File: src/rtl/i2c_tgt_pkg.sv
package i2c_tgt_pkg;

    localparam int ADDR_W  = 16;
    localparam int SEL_BIT = ADDR_W - 1;
    localparam int IGN_BIT = ADDR_W - 2;

    localparam logic [3:0] CNT_EVAL = 4'd8;
    localparam logic [3:0] CNT_ACK  = 4'd9;
    localparam logic [3:0] CNT_DONE = 4'd10;

    typedef enum logic [2:0] {
        ST_IDLE,
        ST_DEV,
        ST_AHI,
        ST_ALO,
        ST_WDAT,
        ST_RDAT
    } tgt_state_e;

    typedef struct packed {
        logic scl;
        logic sda;
        logic scl_rise;
        logic scl_fall;
        logic start;
        logic stop;
    } bus_ev_t;

    function automatic logic addr_match(input logic [7:0] b, input logic [6:0] dev);
        return b[7:1] == dev;
    endfunction

endpackage

File: src/rtl/i2c_bus_sampler.sv
module i2c_bus_sampler
    import i2c_tgt_pkg::*;
#(
    parameter int SYNC_STAGES = 2
) (
    input  logic    clk,
    input  logic    rst,
    input  logic    scl_i,
    input  logic    sda_i,
    output bus_ev_t ev
);

    localparam int LINES = 2;

    logic [LINES-1:0] raw;
    logic [LINES-1:0] synced;
    logic             scl_d, sda_d;

    assign raw = {scl_i, sda_i};

    for (genvar g = 0; g < LINES; g++) begin : g_sync
        logic [SYNC_STAGES-1:0] q;
        always_ff @(posedge clk) begin
            if (rst) q <= '1;
            else     q <= {q[SYNC_STAGES-2:0], raw[g]};
        end
        assign synced[g] = q[SYNC_STAGES-1];
    end

    always_ff @(posedge clk) begin
        if (rst) begin
            scl_d <= 1'b1;
            sda_d <= 1'b1;
        end else begin
            scl_d <= synced[1];
            sda_d <= synced[0];
        end
    end

    always_comb begin
        ev.scl      = synced[1];
        ev.sda      = synced[0];
        ev.scl_rise = synced[1] && !scl_d;
        ev.scl_fall = !synced[1] && scl_d;
        ev.start    = synced[1] && scl_d && sda_d && !synced[0];
        ev.stop     = synced[1] && scl_d && !sda_d && synced[0];
    end

endmodule

File: src/rtl/i2c_target_fsm.sv
module i2c_target_fsm
    import i2c_tgt_pkg::*;
#(
    parameter logic [6:0] DEV_ADDR = 7'b1010001
) (
    input  logic              clk,
    input  logic              rst,
    input  bus_ev_t           ev,
    input  logic              busy,
    input  logic              prot_hit,
    input  logic [7:0]        rd_data,
    output logic              sda_low,
    output logic              ptr_load,
    output logic [ADDR_W-1:0] ptr_addr,
    output logic              ptr_inc,
    output logic              wr_strobe,
    output logic [7:0]        wr_data,
    output logic              wr_commit
);

    tgt_state_e state, nxt;
    logic [3:0] cnt;
    logic [7:0] shreg, tx, hi;
    logic       mack, wr_pend;

    always_ff @(posedge clk) begin
        if (rst) begin
            state     <= ST_IDLE;
            nxt       <= ST_IDLE;
            cnt       <= '0;
            shreg     <= '0;
            tx        <= '0;
            hi        <= '0;
            mack      <= 1'b0;
            wr_pend   <= 1'b0;
            sda_low   <= 1'b0;
            ptr_load  <= 1'b0;
            ptr_addr  <= '0;
            ptr_inc   <= 1'b0;
            wr_strobe <= 1'b0;
            wr_data   <= '0;
            wr_commit <= 1'b0;
        end else begin
            ptr_load  <= 1'b0;
            ptr_inc   <= 1'b0;
            wr_strobe <= 1'b0;
            wr_commit <= 1'b0;
            if (ev.start) begin
                state   <= ST_DEV;
                cnt     <= '0;
                sda_low <= 1'b0;
                wr_pend <= 1'b0;
            end else if (ev.stop) begin
                wr_commit <= (state == ST_WDAT) && wr_pend;
                state     <= ST_IDLE;
                cnt       <= '0;
                sda_low   <= 1'b0;
                wr_pend   <= 1'b0;
            end else if (state == ST_RDAT) begin
                if (ev.scl_rise) begin
                    if (cnt < CNT_EVAL) cnt <= cnt + 4'd1;
                    else if (cnt == CNT_ACK) begin
                        mack <= !ev.sda;
                        cnt  <= CNT_DONE;
                    end
                end else if (ev.scl_fall) begin
                    if (cnt != 4'd0 && cnt < CNT_EVAL) begin
                        sda_low <= !tx[6];
                        tx      <= {tx[6:0], 1'b0};
                    end else if (cnt == CNT_EVAL) begin
                        sda_low <= 1'b0;
                        ptr_inc <= 1'b1;
                        cnt     <= CNT_ACK;
                    end else if (cnt == CNT_DONE) begin
                        cnt <= '0;
                        if (mack) begin
                            tx      <= rd_data;
                            sda_low <= !rd_data[7];
                        end else begin
                            state <= ST_IDLE;
                        end
                    end
                end
            end else if (state != ST_IDLE) begin
                if (ev.scl_rise) begin
                    if (cnt < CNT_EVAL) begin
                        shreg <= {shreg[6:0], ev.sda};
                        cnt   <= cnt + 4'd1;
                    end else if (cnt == CNT_ACK) begin
                        cnt <= CNT_DONE;
                    end
                end else if (ev.scl_fall) begin
                    if (cnt == CNT_EVAL) begin
                        cnt <= CNT_ACK;
                        unique case (state)
                            ST_DEV: begin
                                if (addr_match(shreg, DEV_ADDR) && !busy) begin
                                    sda_low <= 1'b1;
                                    nxt     <= shreg[0] ? ST_RDAT : ST_AHI;
                                end else begin
                                    nxt <= ST_IDLE;
                                end
                            end
                            ST_AHI: begin
                                sda_low <= 1'b1;
                                hi      <= shreg;
                                nxt     <= ST_ALO;
                            end
                            ST_ALO: begin
                                sda_low  <= 1'b1;
                                ptr_load <= 1'b1;
                                ptr_addr <= {hi, shreg} & ~(ADDR_W'(1) << IGN_BIT);
                                nxt      <= ST_WDAT;
                            end
                            default: begin
                                nxt <= ST_WDAT;
                                if (!prot_hit) begin
                                    sda_low   <= 1'b1;
                                    wr_strobe <= 1'b1;
                                    wr_data   <= shreg;
                                    ptr_inc   <= 1'b1;
                                    wr_pend   <= 1'b1;
                                end
                            end
                        endcase
                    end else if (cnt == CNT_DONE) begin
                        cnt   <= '0;
                        state <= nxt;
                        if (nxt == ST_RDAT) begin
                            tx      <= rd_data;
                            sda_low <= !rd_data[7];
                        end else begin
                            sda_low <= 1'b0;
                        end
                    end
                end
            end
        end
    end

    p_sda_scl_low_r2: assert property (@(posedge clk) disable iff (rst)
        !$stable(sda_low) |-> (!$past(ev.scl) || $past(ev.start) || $past(ev.stop)));

    p_busy_nack_r4: assert property (@(posedge clk) disable iff (rst)
        (state == ST_DEV && cnt == CNT_EVAL && ev.scl_fall && busy && !ev.start && !ev.stop)
        |=> !sda_low);

    p_a14_clear_r5: assert property (@(posedge clk) disable iff (rst)
        ptr_load |-> !ptr_addr[IGN_BIT]);

    p_strobe_excl_r6: assert property (@(posedge clk) disable iff (rst)
        $onehot0({ptr_load, ptr_inc, wr_commit}));

    p_prot_block_r7: assert property (@(posedge clk) disable iff (rst)
        wr_strobe |-> !$past(prot_hit));

    p_commit_stop_r8: assert property (@(posedge clk) disable iff (rst)
        wr_commit |-> $past(ev.stop));

endmodule

File: src/rtl/i2c_mem_target.sv
module i2c_mem_target
    import i2c_tgt_pkg::*;
#(
    parameter int         SYNC_STAGES = 2,
    parameter logic [6:0] DEV_ADDR    = 7'b1010001
) (
    input  logic        clk,
    input  logic        rst,
    input  logic        scl_i,
    input  logic        sda_i,
    output logic        sda_low_o,
    input  logic        busy_i,
    input  logic        prot_hit_i,
    input  logic [7:0]  rd_data_i,
    output logic        ptr_load_o,
    output logic [15:0] ptr_addr_o,
    output logic        ptr_inc_o,
    output logic        wr_strobe_o,
    output logic [7:0]  wr_data_o,
    output logic        wr_commit_o
);

    bus_ev_t ev;

    i2c_bus_sampler #(.SYNC_STAGES(SYNC_STAGES)) u_sampler (
        .clk   (clk),
        .rst   (rst),
        .scl_i (scl_i),
        .sda_i (sda_i),
        .ev    (ev)
    );

    i2c_target_fsm #(.DEV_ADDR(DEV_ADDR)) u_fsm (
        .clk       (clk),
        .rst       (rst),
        .ev        (ev),
        .busy      (busy_i),
        .prot_hit  (prot_hit_i),
        .rd_data   (rd_data_i),
        .sda_low   (sda_low_o),
        .ptr_load  (ptr_load_o),
        .ptr_addr  (ptr_addr_o),
        .ptr_inc   (ptr_inc_o),
        .wr_strobe (wr_strobe_o),
        .wr_data   (wr_data_o),
        .wr_commit (wr_commit_o)
    );

endmodule

File: config.mk
export PLATFORM = sky130hd
export DESIGN_NAME = i2c_mem_target
export DESIGN_NICKNAME = d
export VERILOG_FILES = /design/src/rtl/i2c_tgt_pkg.sv /design/src/rtl/i2c_bus_sampler.sv /design/src/rtl/i2c_target_fsm.sv /design/src/rtl/i2c_mem_target.sv
export SDC_FILE = /design/constraint.sdc
export NUM_CORES = 1
export LEC_CHECK = 0
export ABC_AREA = 1
export BUFFER_PORTS_ARGS = -buffer_cell sky130_fd_sc_hd__buf_2
export CORE_MARGIN = 2
export CORE_UTILIZATION = 60
export CTS_CLUSTER_SIZE = 30
export DETAILED_ROUTE_END_ITERATION = 6
export PLACE_DENSITY = 0.82
export SLEW_MARGIN = 0
export SYNTH_ARGS = -nofsm -noshare
export SYNTH_HDL_FRONTEND = slang
export SYNTH_SLANG_ARGS = --single-unit
File: constraint.sdc
create_clock -name clk -period 4.6 [get_ports clk]
set_input_delay 0 -clock clk [delete_from_list [all_inputs] [get_ports clk]]
set_output_delay 0 -clock clk [all_outputs]
set_load 0.005 [all_outputs]
==> metrics <==
CP max FO=15; Syn. warnings=0; #FFs+latches synth=68; element type at the critical path end=register; Clock Skew=0.0117 ns; layout net count=548; Min Clock Period, post-route=2.08 ns; Cells after Synth=486; Worst-path clk slew=0.07 ns; CTS Hold Bufs=7; Cell Area, Placed=0.00349 sq mm; Worst VDD drop=0.000218 V; Yosys top cell area share=41.1%; post-DP HPWL=5.08 mm; cts bufs inserted=9; setup repair after global routing missed its margin=no; post-route design area=0.00377 sq mm; All-Layer GR Usage=25.2%; DR WL/cell=12.1 um; die area=0.00613 sq mm; Clock Tree Buf Depth=2; H-tree Lvls=3; Initial Util=61.3%; P&R area growth vs syn=13.9%; Synth cell types=30; Setup WS pre-CTS=2.56 ns; Worst Hold Class=in2reg; Setup CP Type=reg2reg; Synth Cell Area=0.00331 sq mm; CTS Root Cell=clkbuf_8; CTS tree=done; worst path cell trace=ha_1 > inv_1 > nor3_2 > inv_1 > nor2_1 > nor2_1; CP startpoint=u_sampler.g_sync[1].q[1]; CP Launch Type=register; synth top area cells=dfxtp_1 (41%), nand2_1 (13%), nor2_1 (11%); drt pass-1 iters=6; GRT overflow=0; status=finished, final reports clean; R2R Path Start=u_sampler.g_sync[1].q[1]; DRT antenna net count=0; hold depth=5; Sinks on Clock Net=68; drt drc=0; pwr/cell area=312 mW/mm^2; vias in the first global route=2858; largest net degree at the start of global routing=37; Syn Nets=507; # IOs=43; num rows=27; Via Count=3095; Min-Delay Startpoint=rd_data_i[1]; relative slew slack=47.6%; DR vias/cell=5.13; share of cells above drive strength 1=14.9%; CP max-delay cell=nor3_2; routed wire length=7.29 mm; # setup viols final=0; delay-heaviest family, CP=simple AND/OR/NAND/NOR gates; Worst path max stage delay=0.69 ns; first-pass GRT wire length=12.2 mm; Hold WS=0.0223 ns; die span in y=78.3 um; final worst slack=2.52 ns; CP bufs+invs=2; diodes inserted=0; IO buf count=41; drt first-iter violations=265; CP Depth=6; Final Hold Fails=0; max_cap viols=0; core area=0.00541 sq mm; initial antenna violation count=0; Clock Latency Late Sink=0.35 ns; Avg Cell Area, Syn=6.82 sq um; Leak Pwr=1.87 nW; cell taking the most area after synthesis=dfxtp_1; Worst-Margin Slew=0.782 ns; CTS resizes=0; setup tns final=0 ns; Req. time, crit path=4.84 ns; Worst Path Arrival=2.32 ns; worst r2r path cells=6; placer congestion estimate=0.930; Setup Fix Bufs, Post-CTS=0; max-slew violations=0; Horiz. Die Dim=78.3 um; Max Freq=0.480 GHz; Final Cycle Share=45.3%; Seq/Total Area, Yosys=41.1%
==> per-layer routing <==
layer	vias up	GRT usage [%]	routed length (um)
met2	118	42.5	3350
met3	21	3.68	461
met5	-	0	0
li1	1596	-	-
met1	1360	31.5	3310
met4	0	13.0	160
==> worst reg2reg max path, delay by kind of cell (launching register included) <==
kind,cells,cell delay (ns)
AND/OR/NAND/NOR,3,0.86
buffers and inverters,2,0.34
adder cells (fa/ha/maj),1,0.41
flip-flops,1,0.37
==> cell type report <==
type	instances	area, sq um
fill	486	1630
multi-input combinational	340	1610
sequential	68	1360
timing repair buffer	49	283
inverter	59	221
clock buffer	9	124
clock inverter	6	90.1
tap	72	90.1
==> stage by stage <==
| stage | power (W) | util (%) | instances |
|---|---|---|---|
| 4_1_cts | 0.00118 | 69.8 | 603 |
| 6_report | 0.00118 | 69.8 | 603 |
| 5_1_grt | 0.00121 | 69.8 | 603 |
| 3_5_place_dp | 0.000651 | 64.6 | 581 |
| 3_3_place_gp | 0.000650 | 64.6 | 581 |
| 2_1_floorplan | 0.000638 | - | 486 |
==> placed cells by master (no fill, tap or decap), types with 2 or more instances in the layout <==
cell and n:
dlygate4sd3_1 7, clkinv_4 2, clkbuf_8 9, nand4_1 8
nor2_1 98, nor2_8 2, inv_1 52, nor3_1 13
nand2_1 119, o21ai_0 31, dfxtp_1 68, nand3_4 4
or2_2 5, ha_1 7, inv_2 6, a21oi_1 20
buf_2 41, bufinv_16 2, nand3_1 22
==> sequential cells by signal, summed over array words and instances (netlist names), 3 cells and up <==
name,count
u_fsm.tx,7
u_fsm.wr_data,8
u_fsm.cnt,4
u_sampler.g_sync.q,4
u_fsm.state,3
u_fsm.nxt,3
u_fsm.ptr_addr,15
u_fsm.hi,7
u_fsm.shreg,8
==> path summary, 6_finish.rpt <==
check,end,slack [ns]
worst max-delay path,u_fsm.shreg[6],2.52
worst min register to register,u_sampler.g_sync[0].q[1],0.41
worst min-delay path,u_fsm.tx[1],0.02
worst max register to register,u_fsm.shreg[6],2.52
==> kinds of logic after synthesis <==
family                     count (synthesis)  synth area share, %
AOI/OAI and AO/OA                         53                 8.12
adders and majority gates                  7                 2.64
buffers and inverters                     78                 10.5
DFF                                       68                 41.1
other                                      1                0.113
and+or+nand+nor                          279                 37.6
==> cells in the mapped netlist (all sizes together) <==
| cell type | number |
|---|---|
| a211oi | 1 |
| clkinv | 1 |
| inv | 58 |
| nand4 | 8 |
| nor4 | 1 |
| or2 | 5 |
| clkbuf | 4 |
| nand2 | 121 |
| nand3b | 1 |
| nor3 | 14 |
| a31oi | 1 |
| conb | 1 |
| dfxtp | 68 |
| a21oi | 20 |
| nand3 | 27 |
| nor2b | 1 |
| nor2 | 101 |
| o21ai | 31 |
| buf | 15 |
| ha | 7 |
==> where the power goes <==
part            total, W  switching [W]  leakage [nW]  internal (W)
clock network   0.000535       0.000232         0.105      0.000303
registers       0.000595     0.00000366         0.549      0.000592
logic          0.0000480      0.0000306          1.22     0.0000175
total            0.00118       0.000266          1.87      0.000912
Note: power is estimated with default switching activity, not from simulation.
